$ cat config.mk
export PLATFORM = sky130hd
export DESIGN_NAME = flowgate
export DESIGN_NICKNAME = d
export VERILOG_FILES = /design/src/rtl/flowgate_pkg.sv /design/src/rtl/flowgate_ctrl.sv /design/src/rtl/flowgate_dp.sv /design/src/rtl/flowgate.sv
export SDC_FILE = /design/constraint.sdc
export NUM_CORES = 1
export LEC_CHECK = 0
export ABC_AREA = 1
export CAP_MARGIN = 15
export CORE_MARGIN = 10
export CORE_UTILIZATION = 42
export DETAILED_ROUTE_END_ITERATION = 6
export HOLD_SLACK_MARGIN = 0.03
export PLACE_DENSITY = 0.81
export SKIP_CTS_REPAIR_TIMING = 1
export SYNTH_ARGS = -nofsm -noshare
export SYNTH_HDL_FRONTEND = slang
export SYNTH_HIERARCHICAL = 1
export SYNTH_SLANG_ARGS = --single-unit
$ cat constraint.sdc
create_clock -name clk -period 2 [get_ports clk]
set_clock_uncertainty 0.2 [all_clocks]
set_input_delay 0.6 -clock clk [delete_from_list [all_inputs] [get_ports clk]]
set_output_delay 0.6 -clock clk [all_outputs]
set_load 0.005 [all_outputs]
$ cat src/rtl/flowgate_pkg.sv
package flowgate_pkg;
  localparam int MASK_W      = 6;
  localparam int MODEM_LINES = 4;
  localparam int CFG_W       = MASK_W + 2;
  localparam int SW_BIT      = 4;
  localparam int CHAR_BIT    = 5;
  localparam int AUTO_BIT    = 6;
  localparam int LOOP_BIT    = 7;
  localparam logic [MASK_W-1:0] MASK_RESET = 6'b010000;

  typedef struct packed {
    logic rtsAuto;
    logic remoteLoop;
  } dpStrobes_t;
endpackage

$ cat src/rtl/flowgate_ctrl.sv
module flowgate_ctrl
  import flowgate_pkg::*;
#(
  parameter int SYNC_STAGES = 2
) (
  input  logic                   clk,
  input  logic                   rst_n,
  input  logic                   cfgWrEn,
  input  logic [CFG_W-1:0]       cfgWrData,
  input  logic [MODEM_LINES-1:0] modemIn,
  input  logic                   rxCharFlowOk,
  input  logic                   uartTxBusy,
  output logic                   txPermit,
  output dpStrobes_t             strobes
);
  logic [MASK_W-1:0]      cfgMask;
  logic                   cfgAuto;
  logic                   cfgLoop;
  logic [MODEM_LINES-1:0] modemSync;
  logic [MODEM_LINES-1:0] modemBlock;
  logic                   gateOk;

  always_ff @(posedge clk or negedge rst_n) begin
    if (!rst_n) begin
      cfgMask <= MASK_RESET;
      cfgAuto <= 1'b0;
      cfgLoop <= 1'b0;
    end else if (cfgWrEn) begin
      cfgMask <= cfgWrData[MASK_W-1:0];
      cfgAuto <= cfgWrData[AUTO_BIT];
      cfgLoop <= cfgWrData[LOOP_BIT];
    end
  end

  genvar g;
  generate
    for (g = 0; g < MODEM_LINES; g++) begin : gSync
      logic [SYNC_STAGES-1:0] chain;
      always_ff @(posedge clk or negedge rst_n) begin
        if (!rst_n) chain <= '0;
        else        chain <= {chain[SYNC_STAGES-2:0], modemIn[g]};
      end
      assign modemSync[g]  = chain[SYNC_STAGES-1];
      assign modemBlock[g] = cfgMask[g] & ~modemSync[g];
    end
  endgenerate

  always_comb begin
    gateOk = cfgMask[SW_BIT];
    if (|modemBlock) gateOk = 1'b0;
    if (cfgMask[CHAR_BIT] && !rxCharFlowOk) gateOk = 1'b0;
  end

  always_ff @(posedge clk or negedge rst_n) begin
    if (!rst_n)           txPermit <= 1'b0;
    else if (!uartTxBusy) txPermit <= gateOk;
  end

  assign strobes.rtsAuto    = cfgAuto;
  assign strobes.remoteLoop = cfgLoop;


  busy_hold_chk: assert property (@(posedge clk) disable iff (!rst_n)
    uartTxBusy |=> $stable(txPermit));


  sw_disable_chk: assert property (@(posedge clk) disable iff (!rst_n)
    (!cfgMask[SW_BIT] && !uartTxBusy) |=> !txPermit);


  modem_block_chk: assert property (@(posedge clk) disable iff (!rst_n)
    (cfgMask[0] && !modemSync[0] && !uartTxBusy) |=> !txPermit);


  char_block_chk: assert property (@(posedge clk) disable iff (!rst_n)
    (cfgMask[CHAR_BIT] && !rxCharFlowOk && !uartTxBusy) |=> !txPermit);
endmodule

$ cat src/rtl/flowgate_dp.sv
module flowgate_dp
  import flowgate_pkg::*;
#(
  parameter int FIFO_DEPTH = 64,
  parameter int LEVEL_W    = $clog2(FIFO_DEPTH + 1)
) (
  input  logic               clk,
  input  logic               rst_n,
  input  dpStrobes_t         strobes,
  input  logic [LEVEL_W-1:0] rxFifoLevel,
  input  logic               uartRtsReq,
  input  logic               uartTxd,
  input  logic               rxdIn,
  output logic               rtsOut,
  output logic               txdOut,
  output logic               uartRxd
);
  localparam logic [LEVEL_W-1:0] HALF_LEVEL = LEVEL_W'(FIFO_DEPTH / 2);

  logic fifoHalf;
  assign fifoHalf = (rxFifoLevel >= HALF_LEVEL);

  always_comb begin
    if (strobes.rtsAuto) rtsOut = ~fifoHalf;
    else                 rtsOut = uartRtsReq;
  end

  always_comb begin
    if (strobes.remoteLoop) txdOut = rxdIn;
    else                    txdOut = uartTxd;
  end

  assign uartRxd = rxdIn;


  rts_half_chk: assert property (@(posedge clk) disable iff (!rst_n)
    (strobes.rtsAuto && rxFifoLevel >= HALF_LEVEL) |-> !rtsOut);


  loop_path_chk: assert property (@(posedge clk) disable iff (!rst_n)
    strobes.remoteLoop |-> (txdOut == uartRxd));
endmodule

$ cat src/rtl/flowgate.sv
module flowgate
  import flowgate_pkg::*;
#(
  parameter int FIFO_DEPTH  = 64,
  parameter int LEVEL_W     = $clog2(FIFO_DEPTH + 1),
  parameter int SYNC_STAGES = 2
) (
  input  logic               clk,
  input  logic               rst_n,
  input  logic               cfgWrEn,
  input  logic [7:0]         cfgWrData,
  input  logic               ctsIn,
  input  logic               dcdIn,
  input  logic               dsrIn,
  input  logic               riIn,
  input  logic               rxCharFlowOk,
  input  logic               uartTxBusy,
  output logic               txPermit,
  input  logic               uartRtsReq,
  input  logic [LEVEL_W-1:0] rxFifoLevel,
  output logic               rtsOut,
  input  logic               uartTxd,
  input  logic               rxdIn,
  output logic               txdOut,
  output logic               uartRxd
);
  dpStrobes_t strobes;

  flowgate_ctrl #(.SYNC_STAGES(SYNC_STAGES)) i_ctrl (
    .clk          (clk),
    .rst_n        (rst_n),
    .cfgWrEn      (cfgWrEn),
    .cfgWrData    (cfgWrData),
    .modemIn      ({riIn, dsrIn, dcdIn, ctsIn}),
    .rxCharFlowOk (rxCharFlowOk),
    .uartTxBusy   (uartTxBusy),
    .txPermit     (txPermit),
    .strobes      (strobes)
  );

  flowgate_dp #(.FIFO_DEPTH(FIFO_DEPTH), .LEVEL_W(LEVEL_W)) i_dp (
    .clk         (clk),
    .rst_n       (rst_n),
    .strobes     (strobes),
    .rxFifoLevel (rxFifoLevel),
    .uartRtsReq  (uartRtsReq),
    .uartTxd     (uartTxd),
    .rxdIn       (rxdIn),
    .rtsOut      (rtsOut),
    .txdOut      (txdOut),
    .uartRxd     (uartRxd)
  );
endmodule

== Word-level counts from Yosys, hierarchy flattened ==
Cells that the tools add are included.

* Bits in registers: 17
* Input port bits: 27
* Output and inout port bits: 4
* Logic and storage cells: 25

* Order comparisons: 1
* Mux-type cells: 4
* Bitwise gates (word level): 9
* Reduce and logical (&&, ||, !) cells: 3

{| class="wikitable"
|+ Operators by type and width
! cell !! number
|-
| >= comparator 7 x 6 -> 1 bit (second input constant) || 1
|-
| inverter 1 bit || 5
|-
| AND 1 bit || 4
|-
| two-way mux 1 bit || 4
|-
| OR reduction 4 bit || 1
|-
| logical AND 1 bit || 1
|-
| zero test 1 bit || 1
|}

== Logic depth before layout (Yosys ltp) ==
Gate-level depths: netlist of run 1.

* Word-level depth: 5
* Gate-level depth with buffers: 6
* Mapped depth without buffers: 6

== Modules after synthesis ==
The synthesis of run 1 kept the hierarchy.

{| class="wikitable"
|+ Modules (own cells, without submodules)
! module !! times used !! cells each !! area an instance (sq um) !! seq. area each (sq um)
|-
| flowgate_ctrl || 1 || 46 || 640.6 || 426.7
|-
| flowgate_dp || 1 || 9 || 38.8 || 0.0
|}

== Least setup slack after synthesis of run 1 ==
OpenSTA, ideal clock, no wires.

* Path type: input port to output port
* Start: in rxFifoLevel[5]
* End: out rtsOut
* Arrival: 784 ps
* Required time: 1200 ps
* Path slack: 416 ps
* Stages: 3
* Path buffers: 0
* Cell sequence: nor2_1 -> nand2_1 -> nand2_1

* Cells in the longest elaborated chain, start to end: 3

{| class="wikitable"
|+ Ends and longest elaborated chain
! item !! line !! source
|-
| start: declaration || flowgate.sv:20 || <nowiki>input logic [LEVEL_W-1:0] rxFifoLevel,</nowiki>
|-
| >= comparator 7 x 6 -> 1 bit || flowgate_dp.sv:21 || <nowiki>assign fifoHalf = (rxFifoLevel >= HALF_LEVEL);</nowiki>
|-
| inverter 1 bit || flowgate_dp.sv:24 || <nowiki>if (strobes.rtsAuto) rtsOut = ~fifoHalf;</nowiki>
|-
| two-way mux 1 bit || flowgate_dp.sv:24 ||
|-
| end: declaration || flowgate.sv:21 || <nowiki>output logic rtsOut,</nowiki>
|}

No other way between the ends.

== Worst setup path in the final report of run 1 ==
* Start: reg i_ctrl.txPermit
* End: out txPermit

{| class="wikitable"
|+ RTL lines
! item !! line !! source
|-
| start: declaration || flowgate_ctrl.sv:13 || <nowiki>output logic txPermit,</nowiki>
|-
| start signal: assignment || flowgate_ctrl.sv:56 || <nowiki>else if (!uartTxBusy) txPermit <= gateOk;</nowiki>
|-
| end: declaration || flowgate.sv:18 || <nowiki>output logic txPermit,</nowiki>
|}

No word-level cell between the ends.

==> results of run 1 <==
-- sequential cells by signal, indices dropped and copies added, names as in the netlist --
signal	flops
i_ctrl/cfgMask	6
i_ctrl/gSync.chain	8
i_ctrl/cfgAuto	1
i_ctrl/cfgLoop	1
i_ctrl/txPermit	1
-- worst reg2reg max path, delay by kind of cell (launching register included) --
family           cells  cell delay, ps
AND/OR/NAND/NOR      4             270
flip-flops           1             540
-- routing by layer --
layer	wire length (um)	vias to the layer above
met5	0	-
li1	-	218
met1	568	204
met4	0	0
met3	124	0
met2	549	19
-- through the flow --
stage	instance area, um2	util (%)	setup slack [ps]	instances	TNS [ps]
6_report	975	64.0	62.7	98	0
5_1_grt	975	64.0	11.2	98	0
3_3_place_gp	943	61.9	-498	94	-1360
4_1_cts	970	63.6	-519	98	-1430
3_5_place_dp	943	61.9	-518	94	-1430
2_1_floorplan	679	-	416	55	0
-- cells by family (layout without fill, tap and decap cells) --
logic type | count (synthesis) | count (layout) | share of synthesized area [%]
compound gates | 1 | 1 | 0.736
buf+inv | 11 | 38 | 8.84
mux | 8 | 8 | 17.7
simple gates | 18 | 18 | 9.94
flops | 17 | 17 | 62.8
-- final cells by class --
class,instances,share of cell area [%]
Inverter,7,2.70
Timing Repair Buffer,27,29.0
Clock buffer,4,2.70
Sequential cell,17,43.8
Tap cell,16,2.05
Multi-Input combinational cell,27,19.8
-- worst paths after layout --
check	start	to	slack [ps]	depth (start not counted)
max	i_ctrl/txPermit$_DFFE_PN0N_	txPermit	60	1
min	i_ctrl/gSync[3].chain[0]$_DFF_PN0_	i_ctrl/gSync[3].chain[1]$_DFF_PN0_	150	0
max reg2reg	i_ctrl/cfgMask[4]$_DFFE_PN1P_	i_ctrl/txPermit$_DFFE_PN0N_	940	4
min reg2reg	i_ctrl/gSync[3].chain[0]$_DFF_PN0_	i_ctrl/gSync[3].chain[1]$_DFF_PN0_	150	0
max in group asynchronous	rst_n	i_ctrl/cfgMask[4]$_DFFE_PN1P_	920	2
min in group asynchronous	rst_n	i_ctrl/cfgMask[0]$_DFFE_PN0P_	430	2
-- synth_stat cells (all sizes together) --
| library cell | count |
|---|---|
| nand2 | 15 |
| dfrtp | 16 |
| mux2 | 8 |
| o21ai | 1 |
| nor2 | 3 |
| buf | 4 |
| inv | 7 |
| dfstp | 1 |
-- power breakdown --
part	internal [mW]	switching (mW)	leakage [nW]
Sequential	0.371	0.0126	0.199
Clock	0.0773	0.0958	0.0150
Combinational	0.0778	0.0348	0.319
Total	0.526	0.143	0.533
-- layout by cell type, fill, tap and decap left out --
| master | n |
|---|---|
| clkdlybuf4s50_1 | 17 |
| dfrtp_1 | 16 |
| nand2_1 | 15 |
| mux2_4 | 8 |
| inv_1 | 7 |
| dlymetal6s2s_1 | 6 |
| clkbuf_4 | 3 |
| nor2_1 | 3 |
| buf_2 | 2 |
| clkbuf_1 | 1 |
| dfstp_2 | 1 |
| buf_12 | 1 |
| buf_4 | 1 |
| o21ai_1 | 1 |
==> summary.md, run 1 <==
| Metric | Value |
|---|---|
| CTS tree | built |
| Port Buffer Count | 25 |
| RSZ-0062 raised after global routing | false |
| Post-synth top area cell | dfrtp_1 |
| Global-route wire length before repair | 1970 um |
| Critical path type | reg2out |
| Clock Latency Late Sink | 280 ps |
| Routed wire length | 1240 um |
| Hold WC Path Type | reg2reg |
| Layout net count | 110 |
| Ys Warns | 6 |
| VDD IR-drop max | 0.372 mV |
| Average vias per placed instance | 4.50 |
| Critical path buffer and inverter count | 1 |
| Vias | 441 |
| Met1 Use GR | 8.46% |
| Synthesis-to-finish area growth | 43.5% |
| Cell Chain, Critical Path | clkdlybuf4s50_1 |
| Share of post-route cells with drive strength above 1 | 19.5% |
| Crit path time final | 1940 ps |
| Synthesized instance count | 55 |
| Power Density | 687 nW/um2 |
| Post-synthesis sequential area ratio | 62.8% |
| Syn Nets | 82 |
| Crit start category | flip-flop |
| Routing usage on met3 | 3.39% |
| CTS Buf Count | 3 |
| FF+latch area | 427 um2 |
| H-Tree Depth | 1 |
| Status | finished clean |
| M2 GR Usage | 10.1% |
| Final setup viols | 0 |
| Core box area | 1520 um2 |
| Number of DRC markers in iteration 0 | 1 |
| Critical Path AT | 1140 ps |
| CP Capture Type | output pin |
| Crit-path max cell delay | 510 ps |
| Netlist cell types | 9 |
| Routability congestion estimate | 0.619 |
| Final hold slack | 151 ps |
| Initial antenna violation count | 0 |
| Crit-path max FO | 2 |
| Multi-input logic area | 193 um2 |
| Clock transition at the registers of the reported paths | 90 ps |
| Busiest grt layer | met2 |
| Largest net degree at the start of global routing | 18 |
| # IOs | 31 |
| Worst slew margin | 85.8% |
| All-Layer GR Usage | 6.96% |
| Worst EP required | 1200 ps |
| N_diodes | 0 |
| Num rows | 14 |
| HPWL Detailed | 960 um |
| Slowest cell on crit path | clkdlybuf4s50_1 |
| CTS root buf | clkbuf_4 |
| Initial core utilization | 44.6% |
| Clk buf depth | 2 |
| Routed WL per cell | 12.7 um |
| Syn Area/Cell | 12.4 um2 |
| Vias in the first global route | 476 |
| Grt ovf | 0 |
| Chip Width | 60.2 um |
| FMAX | 516 MHz |
| Die footprint | 3630 um2 |
| Maxcap violations | 0 |
| Final-report hold violation count | 0 |
| DR DRC count | 0 |
| Worst Tran Pin Value | 213 ps |
| DR pass1 iterations | 2 |
| CP top delay family | buffers and inverters |
| Leakage | 0.533 nW |
| Clock Sinks | 17 |
| Overall Power | 0.669 mW |
| Period utilization | 96.9% |
| Final ANT Viol Nets | 0 |
| Final Slew Violations | 0 |
| Flops & latches, synth | 17 |
| Syn Std Cell Area | 679 um2 |
| Filler cells | 130 |
| Die Ht | 60.2 um |
| Top post-synthesis cells by area | dfrtp_1, mux2_4, nand2_1 |
| Share of the synthesized area in the top cell type | 58.9% |
(Power assumes the default switching activity.)
==> run 2: changes to the inputs <==
--- a/config.mk
+++ b/config.mk
@@ -7,12 +7,13 @@
 export LEC_CHECK = 0
 export ABC_AREA = 1
 export CAP_MARGIN = 15
-export CORE_MARGIN = 10
+export CORE_MARGIN = 2
 export CORE_UTILIZATION = 42
 export DETAILED_ROUTE_END_ITERATION = 6
 export HOLD_SLACK_MARGIN = 0.03
 export PLACE_DENSITY = 0.81
 export SKIP_CTS_REPAIR_TIMING = 1
+export SLEW_MARGIN = 20
 export SYNTH_ARGS = -nofsm -noshare
 export SYNTH_HDL_FRONTEND = slang
 export SYNTH_HIERARCHICAL = 1
==> summary.md, run 2 (synthesis results as in run 1) <==
| Metric | Value |
|---|---|
| Status | finished clean |
| Grt ovf | 0 (unchanged) |
| CP top delay family | buffers and inverters |
| Routed WL per cell | 11.5 um (-9.5%) |
| Worst slew margin | 86.3% (+0.48 points) |
| # IOs | 31 (unchanged) |
| Critical Path AT | 1130 ps (about the same) |
| Final ANT Viol Nets | 0 (unchanged) |
| Final Slew Violations | 0 (unchanged) |
| Non-filler instance count after layout | 99 (+1.0%) |
| Crit path time final | 1930 ps (-3.18 ps) |
| All-Layer GR Usage | 13.9% (+7.0 points) |
| Synthesis-to-finish area growth | 44.6% |
| Crit-path max cell delay | 500 ps (about the same) |
| Maxcap violations | 0 (unchanged) |
| DR DRC count | 0 (unchanged) |
| Clk buf depth | 2 (unchanged) |
| Average vias per placed instance | 4.60 (+2.1%) |
| CTS root buf | clkbuf_4 |
| Share of post-route cells with drive strength above 1 | 20.5% (+0.97 points) |
| Routed wire length | 1140 um (-8.6%) |
| Worst R2R Setup Slack | 950 ps (about the same) |
| Crit-path max FO | 2 (unchanged) |
| Clock Latency Late Sink | 280 ps (about the same) |
| HPWL Detailed | 804 um (-16%) |
| Global-route wire length before repair | 1900 um (-3.2%) |
| Reg with most FFs | i_ctrl/gSync.chain |
| Hold WC Path Type | reg2reg |
| Port Buffer Count | 25 (unchanged) |
| Critical path type | reg2out |
| Final-report hold violation count | 0 (unchanged) |
| FF+latch area | 427 um2 (unchanged) |
| Num rows | 14 (unchanged) |
| Worst EP required | 1200 ps (about the same) |
| Top Registers | i_ctrl/gSync.chain (8), i_ctrl/cfgMask (6) |
| Cell Chain, Critical Path | clkdlybuf4s50_1 |
| Final setup viols | 0 (unchanged) |
| Largest net degree at the start of global routing | 18 (unchanged) |
| Final hold slack | 155 ps (+4.08 ps) |
| Crit start category | flip-flop |
| Max reg flops | 8 (unchanged) |
| Critical path buffer and inverter count | 1 (unchanged) |
| Most common cell after layout, fill and taps aside | clkdlybuf4s50_1 |
| Layout Utilization | 65.2% (+1.2 points) |
| CTS tree | built |
| Clock Sinks | 17 (unchanged) |
| Layout net count | 111 (+0.91%) |
| Vias in the first global route | 480 (+0.84%) |
| Power Density | 687 nW/um2 (about the same) |
| Clock transition at the registers of the reported paths | 90 ps (about the same) |
| CP Capture Type | output pin |
| Core box area | 1510 um2 (-1.1%) |
| H-Tree Depth | 1 (unchanged) |
| Most frequent cells in the layout | clkdlybuf4s50_1, dfrtp_1, nand2_1, mux2_4, inv_1 |
| Period utilization | 96.7% (-0.16 points) |
| Chip Width | 44.2 um (-27%) |
| Die Ht | 44.2 um (-27%) |
| Worst Tran Pin Value | 206 ps (-7.17 ps) |
| Placed cell count | 94 (unchanged) |
| Initial antenna violation count | 0 (unchanged) |
| Number of DRC markers in iteration 0 | 4 (+3) |
| Filler cells | 111 (-15%) |
| Die footprint | 1960 um2 (-46%) |
| VDD IR-drop max | 0.528 mV (+42%) |
| Initial core utilization | 45.1% (+0.52 points) |
| Leakage | 0.538 nW (+1.0%) |
| Vias | 455 (+3.2%) |
| FMAX | 517 MHz (+0.16%) |
| RSZ-0062 raised after global routing | false |
| N_diodes | 0 (unchanged) |
| Multi-input logic area | 193 um2 (unchanged) |
| CTS Buf Count | 3 (unchanged) |
| Routability congestion estimate | 0.735 (+19%) |
| Slowest cell on crit path | clkdlybuf4s50_1 |
| DR pass1 iterations | 2 (unchanged) |
## run 2: area by class of cell
cell class	count	area share, %
flip-flops and latches	17	43.4
clock buffers	4	2.68
multi-input cells	27	19.6
repair buffers	28	29.6
well taps	16	2.04
inverters	7	2.68
## run 2: worst paths after layout
path	from	endpoint	cells past startpoint
setup / recovery	i_ctrl/txPermit$_DFFE_PN0N_	txPermit	1
hold / removal	i_ctrl/gSync[3].chain[0]$_DFF_PN0_	i_ctrl/gSync[3].chain[1]$_DFF_PN0_	0
setup reg to reg	i_ctrl/cfgMask[4]$_DFFE_PN1P_	i_ctrl/txPermit$_DFFE_PN0N_	4
hold reg to reg	i_ctrl/gSync[3].chain[0]$_DFF_PN0_	i_ctrl/gSync[3].chain[1]$_DFF_PN0_	0
max in group asynchronous	rst_n	i_ctrl/cfgMask[4]$_DFFE_PN1P_	2
min in group asynchronous	rst_n	i_ctrl/txPermit$_DFFE_PN0N_	2
## run 2: metal layers
layer  track usage, %  wire [um]  vias up
li1                 -          -      219
met1             14.5        426      201
met2             21.5        507       27
met3             5.31        135        8
met4             12.7         66        0
met5                0          0        -
## run 2: where the power goes
group	total (mW)	internal (mW)	switching, mW
sequential	0.384	0.371	0.0129
combinational	0.117	0.0801	0.0366
clock	0.174	0.0774	0.0961
total	0.674	0.529	0.146
## run 2: through the flow
stage          total power, mW  instance area, um2  setup slack, ps  setup TNS [ps]
2_1_floorplan            0.443                 679              416               0
3_3_place_gp             0.507                 943             -490           -1330
3_5_place_dp             0.511                 943             -525           -1410
4_1_cts                  0.687                 970             -520           -1400
5_1_grt                  0.716                 982             6.59               0
6_report                 0.674                 982             65.8               0
==> run 3: changes to the inputs <==
--- a/config.mk
+++ b/config.mk
@@ -8,13 +8,13 @@
 export ABC_AREA = 1
 export CAP_MARGIN = 15
 export CORE_MARGIN = 2
-export CORE_UTILIZATION = 42
+export CORE_UTILIZATION = 41
 export DETAILED_ROUTE_END_ITERATION = 6
 export HOLD_SLACK_MARGIN = 0.03
-export PLACE_DENSITY = 0.81
+export PLACE_DENSITY = 0.8
 export SKIP_CTS_REPAIR_TIMING = 1
+export SKIP_LAST_GASP = 1
 export SLEW_MARGIN = 20
 export SYNTH_ARGS = -nofsm -noshare
 export SYNTH_HDL_FRONTEND = slang
-export SYNTH_HIERARCHICAL = 1
 export SYNTH_SLANG_ARGS = --single-unit
==> summary.md, run 3 <==
| Metric | Value |
|---|---|
| DR pass1 iterations | 1 (-1) |
| Die footprint | 1920 um2 (-1.7%) |
| Syn Std Cell Area | 651 um2 (-4.2%) |
| Critical path buffer and inverter count | 2 (+1) |
| Vias in the first global route | 429 (-11%) |
| Netlist cell types | 10 (+1) |
| Critical Path AT | 1070 ps (-60 ps) |
| N_diodes | 0 (unchanged) |
| Routed WL per cell | 10.3 um (-10%) |
| Final Slew Violations | 0 (unchanged) |
| Post-synth EDFFs | 0 (unchanged) |
| Cell Chain, Critical Path | dlymetal6s2s_1 > o31ai_2 > buf_2 |
| Worst slew margin | 86.4% (+0.097 points) |
| Hold depth | 0 (unchanged) |
| Post-synthesis sequential area ratio | 65.6% (+2.8 points) |
| Critical R2R Launch | i_ctrl.cfgMask[4]$_DFFE_PN1P_ |
| Crit-path max FO | 1 (-1) |
| Ys Warns | 0 (-6) |
| Global-route wire length before repair | 1640 um (-14%) |
| Crit path time final | 1870 ps (-64.5 ps) |
| Clock Latency Late Sink | 280 ps (about the same) |
| Final setup viols | 0 (unchanged) |
| Largest net degree at the start of global routing | 18 (unchanged) |
| Dpl ws | -569 ps (-44.0 ps) |
| Synth async-reset ratio | 100% (unchanged) |
| Worst Tran Pin Value | 204 ps (-1.45 ps) |
| Clock Sinks | 17 (unchanged) |
| FMAX | 535 MHz (+3.5%) |
| Initial core utilization | 43.7% (-1.4 points) |
| Worst R2R Setup Slack | 930 ps (-20 ps) |
| Most common cell after layout, fill and taps aside | nand2_1 |
| Flops & latches, synth | 17 (unchanged) |
| Clk buf depth | 2 (unchanged) |
| CP top delay family | buffers and inverters |
| Layout net count | 111 (unchanged) |
| Slowest cell on crit path | o31ai_2 |
| Crit start category | primary input |
| VDD IR-drop max | 0.497 mV (-5.7%) |
| Port Buffer Count | 25 (unchanged) |
| Final hold slack | 154 ps (-1.57 ps) |
| Share of the synthesized area in the top cell type | 61.5% (+2.6 points) |
| RSZ-0062 raised after global routing | false |
| Setup Total Neg Slack | 0 ps (unchanged) |
| Worst EP required | 1200 ps (about the same) |
| Chip Width | 43.8 um (-0.87%) |
| Routability congestion estimate | 0.607 (-17%) |
| CTS tree | built |
| Synthesis-to-finish area growth | 49.0% |
| Top_reg_cell synth | dfrtp_1 |
| Post-synth top area cell | dfrtp_1 |
| Max reg flops | 8 (unchanged) |
| Most frequent cells after synthesis | nand2_1, dfrtp_1, inv_1, mux2_4 |
| Status | finished clean |
| Core box area | 1490 um2 (-1.2%) |
| Final ANT Viol Nets | 0 (unchanged) |
| Routed wire length | 1020 um (-10%) |
| # IOs | 31 (unchanged) |
| Hold Crit Start | i_ctrl.gSync[2].chain[0]$_DFF_PN0_ |
| CTS Buf Count | 3 (unchanged) |
| HPWL Detailed | 739 um (-8.0%) |
| Syn Area/Cell | 12.0 um2 (-2.5%) |
| Vias | 446 (-2.0%) |
| Period utilization | 93.5% (-3.2 points) |
| CP Capture Type | output pin |
| Initial antenna violation count | 0 (unchanged) |
| Hold WC Path Type | reg2reg |
| DR DRC count | 0 (unchanged) |
| Synthesized instance count | 54 (-1.8%) |
| Leakage | 0.543 nW (+0.80%) |
| Critical path type | in2out |
| Top-count cell post-synth | nand2_1 |
| Syn Nets | 81 (-1.2%) |
| Worst Reg-to-Reg Cells | 4 (unchanged) |
| Average vias per placed instance | 4.51 (-2.0%) |
| Num rows | 14 (unchanged) |
| Grt ovf | 0 (unchanged) |
| Most frequent cells in the layout | nand2_1, dfrtp_1, clkdlybuf4s50_1, inv_1, dlymetal6s2s_1 |
| Worst R2R End | i_ctrl.txPermit$_DFFE_PN0N_ |
| Number of DRC markers in iteration 0 | 0 (-4) |
| H-Tree Depth | 1 (unchanged) |
| Top post-synthesis cells by area | dfrtp_1, mux2_4, nand2_1 |
| Maxcap violations | 0 (unchanged) |
| CTS root buf | clkbuf_4 |
| Worst setup slack after layout | 130 ps (+64.5 ps) |
| Share of post-route cells with drive strength above 1 | 19.3% (-1.2 points) |
| Final-report hold violation count | 0 (unchanged) |
| All-Layer GR Usage | 12.9% (-0.98 points) |
| Hold endpoint | i_ctrl.gSync[2].chain[1]$_DFF_PN0_ |
| Power Density | 689 nW/um2 (+0.37%) |
| Crit-path max cell delay | 200 ps (-300 ps) |
| Top Registers | i_ctrl.gSync.chain (8), i_ctrl.cfgMask (6) |
| Reg with most FFs | i_ctrl.gSync.chain |
| Die Ht | 43.8 um (-0.87%) |
| Clock transition at the registers of the reported paths | 100 ps (about the same) |
run 3: cell types whose count changed in the layout (fill, tap and decap cells not counted), sizes merged:
cell | previous run | this run
clkinv | 0 | 1
o21ai | 1 | 2
o31ai | 0 | 1
buf | 5 | 3
mux2 | 8 | 6
dlymetal6s2s | 6 | 7
nor2 | 3 | 2
nand2 | 15 | 17
clkdlybuf4s50 | 17 | 16
run 3: worst reg2reg max path, cell delays in order, from the launching register on:
cell     delay [ps]
dfstp_2         540
nand2_1          50
nor2_1          100
nand2_1          60
nand2_1          60
run 3: where the power goes:
part | switching [mW] | internal, mW | leakage (nW) | total [mW]
Combinational | 0.0357 | 0.0729 | 0.325 | 0.109
Sequential | 0.0108 | 0.371 | 0.200 | 0.381
Clock | 0.104 | 0.0744 | 0.0177 | 0.178
run 3: worst max-delay path by stage:
stage,to,cells past startpoint,startpoint,slack [ps]
global placement,rtsOut,3,rxFifoLevel[6],-560
finish,rtsOut,3,rxFifoLevel[5],130
global route,rtsOut,3,i_ctrl.cfgAuto$_DFFE_PN0P_,80
detailed placement,rtsOut,3,rxFifoLevel[6],-570
CTS,rtsOut,3,rxFifoLevel[6],-590
floorplan,rtsOut,1,rxFifoLevel[6],340
run 3: layout make-up:
cell class              instances  area, um2
clock inverters                 1       5.00
fillers                       114        519
clock buffers                   3       22.5
flip-flops and latches         17        427
multi-input cells              28        184
inverters                       7       26.3
well taps                      16       20.0
repair buffers                 27        285
run 3: logic make-up after synthesis:
logic type | after synthesis | synth area share (%)
simple gates | 19 | 11.0
flops | 17 | 65.6
buf+inv | 9 | 6.92
mux | 6 | 13.8
compound gates | 3 | 2.69
run 3: per-layer routing:
metal  track usage (%)  part of all wire, %
met1              13.5                   39
met2              19.4                   49
met3              3.75                  7.6
met4              14.5                  4.4
met5                 0                    0
run 3: metrics by stage:
step | util [%] | power (mW) | instance area, um2 | cells
4_1_cts | 64.3 | 0.684 | 957 | 99
2_1_floorplan | - | 0.432 | 651 | 54
3_5_place_dp | 62.4 | 0.503 | 930 | 95
3_3_place_gp | 62.4 | 0.500 | 930 | 95
5_1_grt | 65.1 | 0.704 | 970 | 99
6_report | 65.1 | 0.668 | 970 | 99
